--- config.mk ---
export PLATFORM = sky130hd
export DESIGN_NAME = tmr_ratio_div
export DESIGN_NICKNAME = d
export VERILOG_FILES = /design/src/rtl/tmr_pkg.sv /design/src/rtl/tmr_sel_decode.sv /design/src/rtl/tmr_half_div.sv /design/src/rtl/tmr_div3.sv /design/src/rtl/tmr_ratio_div.sv
export SDC_FILE = /design/constraint.sdc
export NUM_CORES = 1
export LEC_CHECK = 0
export ABC_AREA = 1
export BUFFER_PORTS_ARGS = -buffer_cell sky130_fd_sc_hd__buf_2
export CORE_MARGIN = 10
export CORE_UTILIZATION = 50
export DETAILED_ROUTE_END_ITERATION = 12
export HOLD_SLACK_MARGIN = 0.1
export PLACE_DENSITY = 0.72
export SETUP_SLACK_MARGIN = 0.02
export SLEW_MARGIN = 15
export SYNTH_ARGS = -nofsm -noshare
export SYNTH_HDL_FRONTEND = slang
export SYNTH_SLANG_ARGS = --single-unit
export TNS_END_PERCENT = 10
--- constraint.sdc ---
create_clock -name tclk -period 1.4 [get_ports tclk]
set_input_delay 0.21 -clock tclk [delete_from_list [all_inputs] [get_ports tclk]]
set_output_delay 0.21 -clock tclk [all_outputs]
set_load 0.05 [all_outputs]
--- src/rtl/tmr_pkg.sv ---
package tmr_pkg;
    localparam int NGROUP       = 7;
    localparam int SEL_W        = 3;
    localparam int ALIGN_PERIOD = 48;
    localparam int PHASE_W      = $clog2(ALIGN_PERIOD);

    // log2 of the power-of-two ratios
    localparam int LOG2_FAST      = 1;   // /2 groups
    localparam int LOG2_PCI       = 3;   // /8
    localparam int LOG2_APIC_SLOW = 4;   // /16

    localparam int G_CPU   = 0;
    localparam int G_SDRAM = 1;
    localparam int G_USB   = 2;
    localparam int G_MID   = 3;
    localparam int G_PCI   = 4;
    localparam int G_REF   = 5;
    localparam int G_APIC  = 6;

    typedef enum logic [1:0] {
        MODE_OFF  = 2'd0,
        MODE_TEST = 2'd1,
        MODE_RUN  = 2'd2
    } mode_e;

    typedef struct packed {
        logic [PHASE_W-1:0] phase;
        mode_e              mode;
        logic [SEL_W-1:0]   sel;
        logic               strap;
        logic               armed;
    } ctl_t;
endpackage

--- src/rtl/tmr_sel_decode.sv ---
module tmr_sel_decode
    import tmr_pkg::*;
#(
    parameter int             W         = SEL_W,
    parameter logic [W-1:0]   CODE_OFF  = '0,
    parameter logic [W-1:0]   CODE_TEST = W'(1)
) (
    input  logic [W-1:0] code,
    output mode_e        mode
);
    always_comb begin
        if (code == CODE_OFF) begin
            mode = MODE_OFF;
        end else if (code == CODE_TEST) begin
            mode = MODE_TEST;
        end else begin
            mode = MODE_RUN;
        end
    end
endmodule

--- src/rtl/tmr_half_div.sv ---
module tmr_half_div (
    input  logic clk,
    input  logic rst_n,
    input  logic run_nxt,
    input  logic half_bit,
    output logic clk_o
);
    logic q_d, q_q;

    always_comb begin
        q_d = run_nxt & ~half_bit;
    end

    always_ff @(posedge clk or negedge rst_n) begin
        if (!rst_n) begin
            q_q <= 1'b0;
        end else begin
            q_q <= q_d;
        end
    end

    assign clk_o = q_q;
endmodule

--- src/rtl/tmr_div3.sv ---
module tmr_div3 #(
    parameter int DIV = 3
) (
    input  logic clk,
    input  logic rst_n,
    input  logic run_nxt,
    output logic clk_o
);
    localparam int CNT_W = $clog2(DIV);
    localparam logic [CNT_W-1:0] CNT_LAST = CNT_W'(DIV - 1);

    typedef struct packed {
        logic [CNT_W-1:0] cnt;
        logic             pos;
    } d3_t;

    d3_t  st_d, st_q;
    logic neg_q;

    always_comb begin
        st_d     = st_q;
        st_d.cnt = (st_q.cnt == CNT_LAST) ? '0 : st_q.cnt + 1'b1;
        st_d.pos = run_nxt & (st_d.cnt == '0);
    end

    always_ff @(posedge clk or negedge rst_n) begin
        if (!rst_n) begin
            st_q <= '0;
        end else begin
            st_q <= st_d;
        end
    end

    // half-cycle extension: stretches the one-cycle pulse to 1.5 cycles
    always_ff @(negedge clk or negedge rst_n) begin
        if (!rst_n) begin
            neg_q <= 1'b0;
        end else begin
            neg_q <= st_q.pos;
        end
    end

    assign clk_o = st_q.pos | neg_q;

    // the rising-edge pulse lasts exactly one cycle
    p_mid_pulse_single_r4: assert property (@(posedge clk) disable iff (!rst_n)
        st_q.pos |=> !st_q.pos);
endmodule

--- src/rtl/tmr_ratio_div.sv ---
module tmr_ratio_div
    import tmr_pkg::*;
(
    input  logic              tclk,
    input  logic              rst_n,
    input  logic [SEL_W-1:0]  sel,
    input  logic              strap,
    output logic              cpu_clk,
    output logic              sdram_clk,
    output logic              usb_clk,
    output logic              mid_clk,
    output logic              pci_clk,
    output logic              ref_clk,
    output logic              apic_clk,
    output logic [NGROUP-1:0] grp_oe,
    output logic              normal_mode
);
    localparam logic [PHASE_W-1:0] PHASE_LAST = PHASE_W'(ALIGN_PERIOD - 1);
    localparam int NPOW = 6;
    localparam int HB [NPOW] = '{LOG2_FAST - 1, LOG2_FAST - 1, LOG2_FAST - 1,
                                 LOG2_PCI - 1, LOG2_PCI - 1, LOG2_APIC_SLOW - 1};

    ctl_t  st_d, st_q;
    mode_e dec_mode;
    logic  run_nxt;
    logic  ref_run_q;
    logic [NPOW-1:0] p2_clk;

    tmr_sel_decode u_dec (
        .code (st_q.sel),
        .mode (dec_mode)
    );

    always_comb begin
        st_d       = st_q;
        st_d.sel   = sel;
        st_d.phase = (st_q.phase == PHASE_LAST) ? '0 : st_q.phase + 1'b1;
        if (st_q.phase == PHASE_LAST) begin
            st_d.mode = dec_mode;
        end
        if (st_q.armed) begin
            st_d.strap = strap;
            st_d.armed = 1'b0;
        end
        run_nxt = (st_d.mode == MODE_TEST);
    end

    always_ff @(posedge tclk or negedge rst_n) begin
        if (!rst_n) begin
            st_q       <= '0;
            st_q.mode  <= MODE_OFF;
            st_q.armed <= 1'b1;
        end else begin
            st_q <= st_d;
        end
    end

    // reference gate changes while tclk is low, so no partial pulse
    always_ff @(negedge tclk or negedge rst_n) begin
        if (!rst_n) begin
            ref_run_q <= 1'b0;
        end else begin
            ref_run_q <= run_nxt;
        end
    end

    for (genvar g = 0; g < NPOW; g++) begin : g_pow
        tmr_half_div u_half (
            .clk      (tclk),
            .rst_n    (rst_n),
            .run_nxt  (run_nxt),
            .half_bit (st_d.phase[HB[g]]),
            .clk_o    (p2_clk[g])
        );
    end

    tmr_div3 #(.DIV(3)) u_div3 (
        .clk     (tclk),
        .rst_n   (rst_n),
        .run_nxt (run_nxt),
        .clk_o   (mid_clk)
    );

    assign cpu_clk     = p2_clk[0];
    assign sdram_clk   = p2_clk[1];
    assign usb_clk     = p2_clk[2];
    assign pci_clk     = p2_clk[3];
    assign apic_clk    = st_q.strap ? p2_clk[4] : p2_clk[5];
    assign ref_clk     = tclk & ref_run_q;
    assign grp_oe      = {NGROUP{st_q.mode != MODE_OFF}};
    assign normal_mode = (st_q.mode == MODE_RUN);

    // mode moves only on the wrap edge of the shared phase counter
    p_mode_at_align_r9: assert property (@(posedge tclk) disable iff (!rst_n)
        !$stable(st_q.mode) |-> (st_q.phase == '0));

    // disabled mode leaves every divider idle
    p_off_quiet_r2: assert property (@(posedge tclk) disable iff (!rst_n)
        (st_q.mode == MODE_OFF) |-> (p2_clk == '0 && !mid_clk));

    // normal mode leaves every divider idle
    p_run_quiet_r8: assert property (@(posedge tclk) disable iff (!rst_n)
        (st_q.mode == MODE_RUN) |-> (p2_clk == '0 && !mid_clk));

    // interrupt-controller edges land on peripheral-bus edges
    p_apic_on_pci_r6: assert property (@(posedge tclk) disable iff (!rst_n)
        $rose(apic_clk) |-> $rose(pci_clk));

    // captured strap holds once armed clears
    p_strap_hold_r7: assert property (@(posedge tclk) disable iff (!rst_n)
        !st_q.armed |=> $stable(st_q.strap));
endmodule

# Word level (Yosys, flattened, before mapping)

Cells that the tools add are included.

Bits of input ports: 6
Flip-flop bits (word level): 21
Output and inout port bits: 15
Word-level logic and storage cells: 37

Add/sub/neg operators: 2
Multiplexer cells: 6
Equality and inequality tests: 5
Bitwise logic cells: 9
Reductions and logical operators: 3

Operators by type and width:

| operator            | number |
|---|---|
| $mux 2              | 4 |
| $add 6x1->6 const B | 1 |
| $eq 6x6->1 const B  | 1 |
| $mux 6              | 1 |
| $and 1x1->1         | 5 |
| $eq 2x2->1 const B  | 2 |
| $eq 3x1->1 const B  | 1 |
| $logic_not 3->1     | 1 |
| $not 1->1           | 3 |
| $add 2x1->2 const B | 1 |
| $eq 2x1->1 const B  | 1 |
| $logic_not 2->1     | 1 |
| $reduce_bool 2->1   | 1 |
| $mux 1              | 1 |
| $or 1x1->1          | 1 |

# Depth between registers and ports, before layout

Gate-level depths: netlist (run 1).

Word-level depth: 6
Gate-level depth with buffers: 8

# Modules after synthesis

A second synthesis (run 1) with hierarchy kept.

Cell total of the unflattened synthesis: 99
Area, all modules: 972.2 um^2

Modules (own cells, without submodules):

| module         | instances | seq. area each (um^2) | area each (um^2) | cells each |
|---|---|---|---|---|
| tmr_ratio_div  | 1         | 351.6                 | 614.3            | 65 |
| tmr_half_div   | 6         | 25.0                  | 35.0             | 3 |
| tmr_div3       | 1         | 100.1                 | 130.1            | 12 |
| tmr_sel_decode | 1         | 0.0                   | 17.5             | 4 |

==> results.md, run 1 <==
* Status: finished with violations
* Failing checks: negative setup slack
* Die area at 3851 um2
* Startpoint types: register
* Pleak at 0.0006662 uW
* Site Rows at 15
* I/O pin cnt at 21
* DRC violations left at 0
* Post-DR vias/cell at 4.369
* Commonest non-fill, non-tap cell in the layout: buf_4
* First-pass GRT wire length at 2849 um
* Hpwl dp at 1234 um
* Synth cell types at 22
* Peak supply drop at 0.9174 mV
* Area grow syn2layout at 40.03%
* R2r startpoint: st_q[7]
* Vias in the first global route at 703
* Arrival @ worst endpoint at 1840 ps
* Cell taking the most area after synthesis: dfrtp_1
* GPL Wtd Cong at 0.7609
* R2R Path End: ref_run_q
* CP max FO at 1
* Fin area at 1239 um2
* RSZ-0062 raised after global routing: true
* Commonest cells after routing, fill and taps aside: buf_4 (19), dfrtp_1 (18), inv_1 (11)
* Comb pwr share at 0.120
* Reg2reg path depth at 8
* WL final at 1744 um
* Final Power at 1200 uW
* Diode count at 0
* Largest net degree at the start of global routing at 14
* Sw Ratio at 0.2672
* Reg power frac at 0.523
* IO buf count at 20
* Max_cap viols at 0
* Synth area leaders: dfrtp_1 (51%), buf_4 (6.8%), dfrtn_1 (5.7%), nand2_1 (5.1%), inv_1 (4.7%)
* Fillers at 130
* Worst hold path type: in -> async
* Final Hold Fails at 0
* Post-DR wirelength/cell at 11.70 um
* Yosys top cell area share at 0.5092
* WS Path Type: reg -> out
* PwrDens at 968.4 nW/um2
* Synth warn at 0
* Post-Syn Instances at 87
* Clock power share at 0.358
* Grt ovf at 0
* Antenna violations before repair at 0
* 1st-iter DRT viols at 12
* Clock transition at the registers of the reported paths at 120 ps
* CP Capture Type: primary output
* Max Transition Viols Final at 0
* Worst skew pair latency at 420 ps
* Core region area at 1708 um2
* Routed Antenna Nets at 0
* Netlist Area Pre-Place at 884.6 um2
* Number of synthesized register bits at 21
* CTS tree: yes
* Final nets at 132
* Initial Utilization at 0.5179
* Crit path launch: u_div3.neg_q
* Via Count at 651
* Finish-stage setup viols at 12
* P_sw at 320.5 uW
* Share of post-route cells with drive strength above 1 at 0.4758
* Critical path endpoint: mid_clk
* Post-synthesis sequential area ratio at 0.5955
* Internal at 879.1 uW
* Detailed-router iteration count before antenna repair at 4
* Flop-to-flop setup slack at -540 ps
* Die H at 62.06 um
* Setup slack after layout at -646.8 ps
* DP Area at 1076 um2
* Worst EP required at 1190 ps
* Syn avg cell area at 10.17 um2
* Skew final at 3.482 ps
* Synthesized net count at 94
* Gr usage total at 0.1054
* Die width at 62.06 um
cell usage after synthesis:
master	instances
a21oi_1	2
buf_4	8
conb_1	1
dfrtn_1	2
dfrtp_1	18
dfstp_2	1
ha_1	1
inv_1	11
inv_2	1
nand2_1	12
nand2_2	1
nand2_4	3
nand3_1	3
nand3_2	1
nor2_1	11
nor2_2	4
nor2_4	1
nor3_1	1
o21ai_0	1
o21bai_1	1
or2_2	2
xor2_1	1
worst max-delay path, cell delays in order, from the launching register on:
cell and delay [ps]:
dfrtn_1 330, or2_4 230, buf_8 150
flip-flops by register name, summed over array words and instances, names as in the netlist:
| signal | flops |
|---|---|
| ref_run_q | 1 |
| u_div3.st_q | 3 |
| u_div3.neg_q | 1 |
| g_pow.u_half.clk_o | 3 |
| st_q | 13 |
metrics by stage:
stage	util	hold slack, ps	cells	setup TNS [ps]	setup WS (ps)
6_report	0.7253	113.8	149	-4094	-646.8
3_3_place_gp	0.6300	33.44	137	-974.8	-454.9
4_1_cts	0.7201	110.6	149	-4098	-655.7
3_5_place_dp	0.6300	37.31	137	-1000	-512.5
5_1_grt	0.7253	103.9	149	-4868	-691.5
2_1_floorplan	-	-85.59	87	-918.9	-476.2
metal layers:
layer | vias up | track usage | wire length, um
met5 | - | 0 | 0
li1 | 328 | - | -
met2 | 26 | 0.1857 | 895
met4 | 0 | 0.06051 | 40
met3 | 9 | 0.04878 | 124
met1 | 288 | 0.09783 | 684
kinds of logic (layout without fill, tap and decap cells):
| logic type | count (synthesis) | after routing | share of synthesized area |
|---|---|---|---|
| adders and majority gates | 1 | 1 | 0.01414 |
| DFF | 21 | 21 | 0.5955 |
| other | 1 | 1 | 0.004239 |
| and+or+nand+nor | 39 | 39 | 0.2319 |
| xor gates and xnor gates | 1 | 1 | 0.009903 |
| AOI/OAI and AO/OA | 4 | 4 | 0.02546 |
| buffers and inverters | 20 | 57 | 0.1188 |
power by group through the flow:
stage	Combinational, uW	Sequential (uW)	Clock [uW]
3_3_place_gp	118	638	6.14
2_1_floorplan	84.6	639	5.19
6_report	144	627	429
4_1_cts	143	627	444
3_5_place_dp	120	638	6.14
5_1_grt	154	628	478
worst min path at each step:
stage | startpoint | endpoint | slack, ps | cells past startpoint
final | rst_n | st_q[1] | 110 | 2
after global routing | rst_n | st_q[1] | 100 | 2
after CTS | rst_n | st_q[1] | 110 | 2
after detailed placement | rst_n | st_q[1] | 40 | 1
after global placement | rst_n | st_q[1] | 30 | 1
after floorplan | rst_n | g_pow[2].u_half.clk_o | -90 | 0
repair_timing:
action | CTS | global route
resized for setup | 18 | 3
buffers inserted | 0 | 0
endpoints found under the hold margin | 23 | 0
hold buffers | 5 | 0
setup endpoints to repair | 13 | 17
pin swaps | 4 | 4
final cells by class:
class	instances	area [um2]	area share
flip-flops and latches	21	526.8	0.4253
repair buffers	37	286.5	0.2313
multi-input cells	46	285.3	0.2303
clock buffers	7	56.30	0.04545
inverters	11	41.29	0.03333
well taps	25	31.28	0.02525
clock inverters	2	11.26	0.009091
Power figures use the tool's default switching activity.
==> run 2, diff against run 1 <==
- CORE_ASPECT_RATIO: not set -> 1.4
- CORE_UTILIZATION: 50 -> 45
- PLACE_DENSITY: 0.72 -> 0.68
- clock period: 1.4 -> 1.8 ns (I/O delays scaled with it)
==> results.md, run 2 (same netlist as run 1, synthesis figures left out) <==
* Final Power at 909.3 uW (-24%)
* Post-DR vias/cell at 4.521 (+3.5%)
* Max_cap viols at 0 (unchanged)
* Pleak at 0.0006443 uW (-3.3%)
* Commonest cells after routing, fill and taps aside: dfrtp_1 (18), buf_2 (18), inv_1 (11), nand2_1 (11), buf_4 (11)
* First-pass GRT wire length at 3146 um (+10%)
* Die H at 72.46 um (+17%)
* Core region area at 1824 um2 (+6.8%)
* Initial Utilization at 0.4849 (-0.03304)
* 1st-iter DRT viols at 5 (-7)
* Post-DR wirelength/cell at 12.11 um (+3.4%)
* Worst hold path type: in -> async
* Routed Antenna Nets at 0 (unchanged)
* DRC violations left at 0 (unchanged)
* CP max FO at 1 (unchanged)
* Grt ovf at 0 (unchanged)
* Fillers at 149 (+15%)
* CTS tree: yes
* Failing checks: negative setup slack
* WL final at 1719 um (-1.4%)
* Area grow syn2layout at 32.96%
* Final Hold Fails at 0 (unchanged)
* Vias in the first global route at 727 (+3.4%)
* CP Capture Type: primary output
* Gr usage total at 0.09982 (-0.005549)
* Share of post-route cells with drive strength above 1 at 0.4508 (-0.02499)
* RSZ-0062 raised after global routing: true
* WS Path Type: reg -> out
* Antenna violations before repair at 0 (unchanged)
* Skew final at 5.957 ps (+2.475 ps)
* Hpwl dp at 1294 um (+4.8%)
* Worst EP required at 1530 ps (+340 ps)
* PwrDens at 773.1 nW/um2 (-20%)
* Largest net degree at the start of global routing at 13 (-1)
* Arrival @ worst endpoint at 2050 ps (+210 ps)
* Max reg flops at 13 (unchanged)
* Finish-stage setup viols at 4 (-8)
* GPL Wtd Cong at 0.7593 (-0.21%)
* Site Rows at 18 (+3)
* Via Count at 642 (-1.4%)
* Setup TNS at -1302 ps (+2793 ps)
* Max Transition Viols Final at 0 (unchanged)
* Most flops, register: st_q
* Detailed-router iteration count before antenna repair at 4 (unchanged)
* Die width at 57.47 um (-7.4%)
* Reg2reg path depth at 6 (-2)
* IO buf count at 20 (unchanged)
* Final nets at 130 (-1.5%)
* Status: finished with violations
* Peak supply drop at 0.5527 mV (-40%)
* Die area at 4164 um2 (+8.1%)
* Setup slack after layout at -515.1 ps (+131.7 ps)
* Worst skew pair latency at 420 ps (about the same)
* I/O pin cnt at 21 (unchanged)
* Startpoint types: register
* Diode count at 0 (unchanged)
* Clock transition at the registers of the reported paths at 120 ps (about the same)
run 2: changes by cell type in the layout (fill, tap and decap cells not counted):
cell / delta
buf_2: +9
buf_4: -8
buf_6: -3
clkinv_2: +1
clkinvlp_4: -1
nand2_1: +1
nand2_2: -1
nor2_1: +1
nor2_2: -1
run 2: layout make-up:
class | count | area (um2) | share of cell area
flip-flops and latches | 21 | 526.8 | 0.4479
inverters | 11 | 41.29 | 0.03511
clock inverters | 2 | 8.758 | 0.007447
repair buffers | 35 | 237.7 | 0.2021
well taps | 20 | 25.02 | 0.02128
multi-input cells | 46 | 280.3 | 0.2383
clock buffers | 7 | 56.30 | 0.04787
run 2: power by group:
group | leakage (uW) | internal (uW) | total, uW | switching [uW]
sequential | 0.000268 | 483 | 488 | 4.97
clock | 0.0000482 | 158 | 325 | 166
combinational | 0.000328 | 28.5 | 96.9 | 68.4
run 2: metal layers:
metal,vias up,share of wire,GRT usage
met1,297,0.36,0.08316
met3,4,0.086,0.06446
met4,0,0.023,0.09162
li1,324,-,-
met5,-,0,0
met2,17,0.53,0.1567
run 2: final timing paths:
kind | startpoint | to | slack [ps]
max | u_div3.neg_q | mid_clk | -520
min | rst_n | st_q[8] | 250
max reg2reg | st_q[7] | ref_run_q | -290
min reg2reg | u_div3.st_q[1] | u_div3.st_q[1] | 440
max in group asynchronous | rst_n | ref_run_q | 520
min in group tclk | u_div3.st_q[1] | u_div3.st_q[1] | 440
run 2: critical path, stage by stage (launching register included):
cell     delay (ps)
dfrtn_1         350
or2_4           230
buf_8           150
run 2: what timing repair did:
| action | 4_1_cts | 5_1_grt |
|---|---|---|
| cloned | 0 | 0 |
| endpoints found under the hold margin | 22 | 1 |
| pin swaps | 1 | 0 |
| gates resized for setup | 6 | 1 |
| buffers inserted | 0 | 0 |
| hold buffers | 4 | 1 |
| setup endpoints to repair | 4 | 4 |
run 2: metrics by stage:
stage               hold slack [ps]    util  cells  cell area (um2)  setup slack, ps
CTS                           101.3  0.6379    141             1164           -517.9
finish                        245.2  0.6447    142             1176           -515.1
detailed placement            157.3  0.5782    130             1055           -292.1
floorplan                    -25.59       -     87            907.1           -276.2
global route                  233.0  0.6447    142             1176           -577.8
global placement              153.6  0.5782    130             1055           -252.6
==> run 3, diff against run 2 <==
- CELL_PAD_IN_SITES_DETAIL_PLACEMENT: not set -> 0
- CELL_PAD_IN_SITES_GLOBAL_PLACEMENT: not set -> 1
- CORE_UTILIZATION: 45 -> 41
- PLACE_DENSITY: 0.68 -> 0.77
- clock period: 1.8 -> 2.82 ns (I/O delays scaled with it)
==> results.md, run 3 (same netlist as run 1, synthesis figures left out) <==
* Startpoint types: register
* 1st-iter DRT viols at 3 (-2)
* WL final at 1482 um (-14%)
* Peak supply drop at 0.3305 mV (-40%)
* Status: finished with violations
* Arrival @ worst endpoint at 2540 ps (+490 ps)
* Die H at 74.96 um (+3.5%)
* Worst skew pair latency at 430 ps (about the same)
* Post-CTS setup buffer count at 0 (unchanged)
* CP max FO at 1 (unchanged)
* Via Count at 561 (-13%)
* Commonest cells after routing, fill and taps aside: dfrtp_1 (18), buf_2 (18), inv_1 (11), nand2_1 (11), nor2_1 (10)
* Die width at 59.26 um (+3.1%)
* Worst EP required at 2400 ps (+870 ps)
* Area grow syn2layout at 22.49%
* Grt ovf at 0 (unchanged)
* Final nets at 119 (-8.5%)
* Post-DR vias/cell at 4.250 (-6.0%)
* Pleak at 0.0005883 uW (-8.7%)
* Hpwl dp at 1123 um (-13%)
* Worst hold path type: in -> reg
* DRC violations left at 0 (unchanged)
* Worst Hold Slack at 199.1 ps (-46.14 ps)
* GPL Wtd Cong at 0.6998 (-7.8%)
* Vias in the first global route at 611 (-16%)
* Diode count at 0 (unchanged)
* Utilization after layout at 0.5362 (-0.1085)
* Routed Antenna Nets at 0 (unchanged)
* Core region area at 2021 um2 (+11%)
* Gr usage total at 0.07637 (-0.02345)
* Detailed-router iteration count before antenna repair at 3 (-1)
* Max_cap viols at 0 (unchanged)
* Placed instance count at 121 (-6.9%)
* Finish-stage setup viols at 3 (-1)
* IO buf count at 20 (unchanged)
* Die area at 4442 um2 (+6.7%)
* Max reg flops at 13 (unchanged)
* Non-Filler Instances at 132 (-7.0%)
* Initial Utilization at 0.4378 (-0.04714)
* First-pass GRT wire length at 2408 um (-23%)
* I/O pin cnt at 21 (unchanged)
* Largest net degree at the start of global routing at 14 (+1)
* Setup slack after layout at -144.6 ps (+370.5 ps)
* CTS tree: yes
* WS Path Type: reg -> out
* CP Capture Type: primary output
* Post-DR wirelength/cell at 11.23 um (-7.3%)
* Share of post-route cells with drive strength above 1 at 0.3964 (-0.05442)
* Site Rows at 19 (+1)
* Skew final at 8.081 ps (+2.124 ps)
* RSZ-0062 raised after global routing: true
* PwrDens at 531.3 nW/um2 (-31%)
* Most flops, register: st_q
* Clock transition at the registers of the reported paths at 100 ps (-20 ps)
* Max Transition Viols Final at 0 (unchanged)
* Failing checks: negative setup slack
* Final Hold Fails at 0 (unchanged)
* Antenna violations before repair at 0 (unchanged)
## run 3: cell count changes in the layout (fill, tap and decap cells not counted)
cell / delta
clkbuf_1: +1
nand3_4: -1
clkinv_2: -1
nand3_2: +1
buf_4: -10
dlygate4sd3_1: -1
## run 3: worst paths after layout
| path | startpoint | endpoint | slack (ps) | depth (start not counted) |
|---|---|---|---|---|
| max | u_div3.neg_q | mid_clk | -140 | 2 |
| min | strap | st_q[1] | 200 | 3 |
| max reg2reg | st_q[7] | ref_run_q | 150 | 6 |
| min reg2reg | u_div3.st_q[1] | u_div3.st_q[1] | 430 | 1 |
| max in group asynchronous | rst_n | u_div3.neg_q | 970 | 2 |
| min in group asynchronous | rst_n | u_div3.st_q[2] | 360 | 2 |
## run 3: report_power, final
part	internal (uW)	switching, uW	total (uW)
clock	103	103	206
sequential	308	3.00	311
combinational	16.2	42.0	58.2
total	428	148	576
## run 3: metrics by stage
| stage | setup WS [ps] | instance area [um2] | TNS, ps | total power, uW |
|---|---|---|---|---|
| after global routing | -181.4 | 1084 | -339.7 | 601.4 |
| final | -144.6 | 1084 | -266.1 | 575.7 |
| after global placement | 79.74 | 958.4 | 0 | 374.0 |
| after floorplan | 191.4 | 884.6 | 0 | 361.5 |
| after detailed placement | 24.51 | 958.4 | 0 | 374.2 |
| after CTS | -152.9 | 1069 | -283.2 | 586.7 |
## run 3: layer usage
layer / wire (um) / part of all wire / track usage / vias up
met3: 86 / 0.058 / 0.03367 / 7
met1: 558 / 0.38 / 0.05694 / 241
met4: 61 / 0.041 / 0.09719 / 0
met2: 775 / 0.52 / 0.1263 / 12
li1: - / - / - / 301
met5: 0 / 0 / 0 / -
## run 3: repair_timing
action,CTS,global route
endpoints found under the setup margin,4,4
pin swaps,1,1
resized for setup,7,3
hold buffers,4,0
endpoints found under the hold margin,21,0
## run 3: cell type report
type                            count  area [um2]
Timing Repair Buffer               24       152.6
Inverter                           11       41.29
Sequential cell                    21       526.8
Multi-Input combinational cell     46       272.8
Clock inverter                      1       3.754
Tap cell                           21       26.28
Fill cell                         179       937.1
Clock buffer                        8       60.06
## run 3: critical path, stage by stage (launching register included)
cell	delay, ps
dfrtn_1	330
or2_4	230
buf_8	150
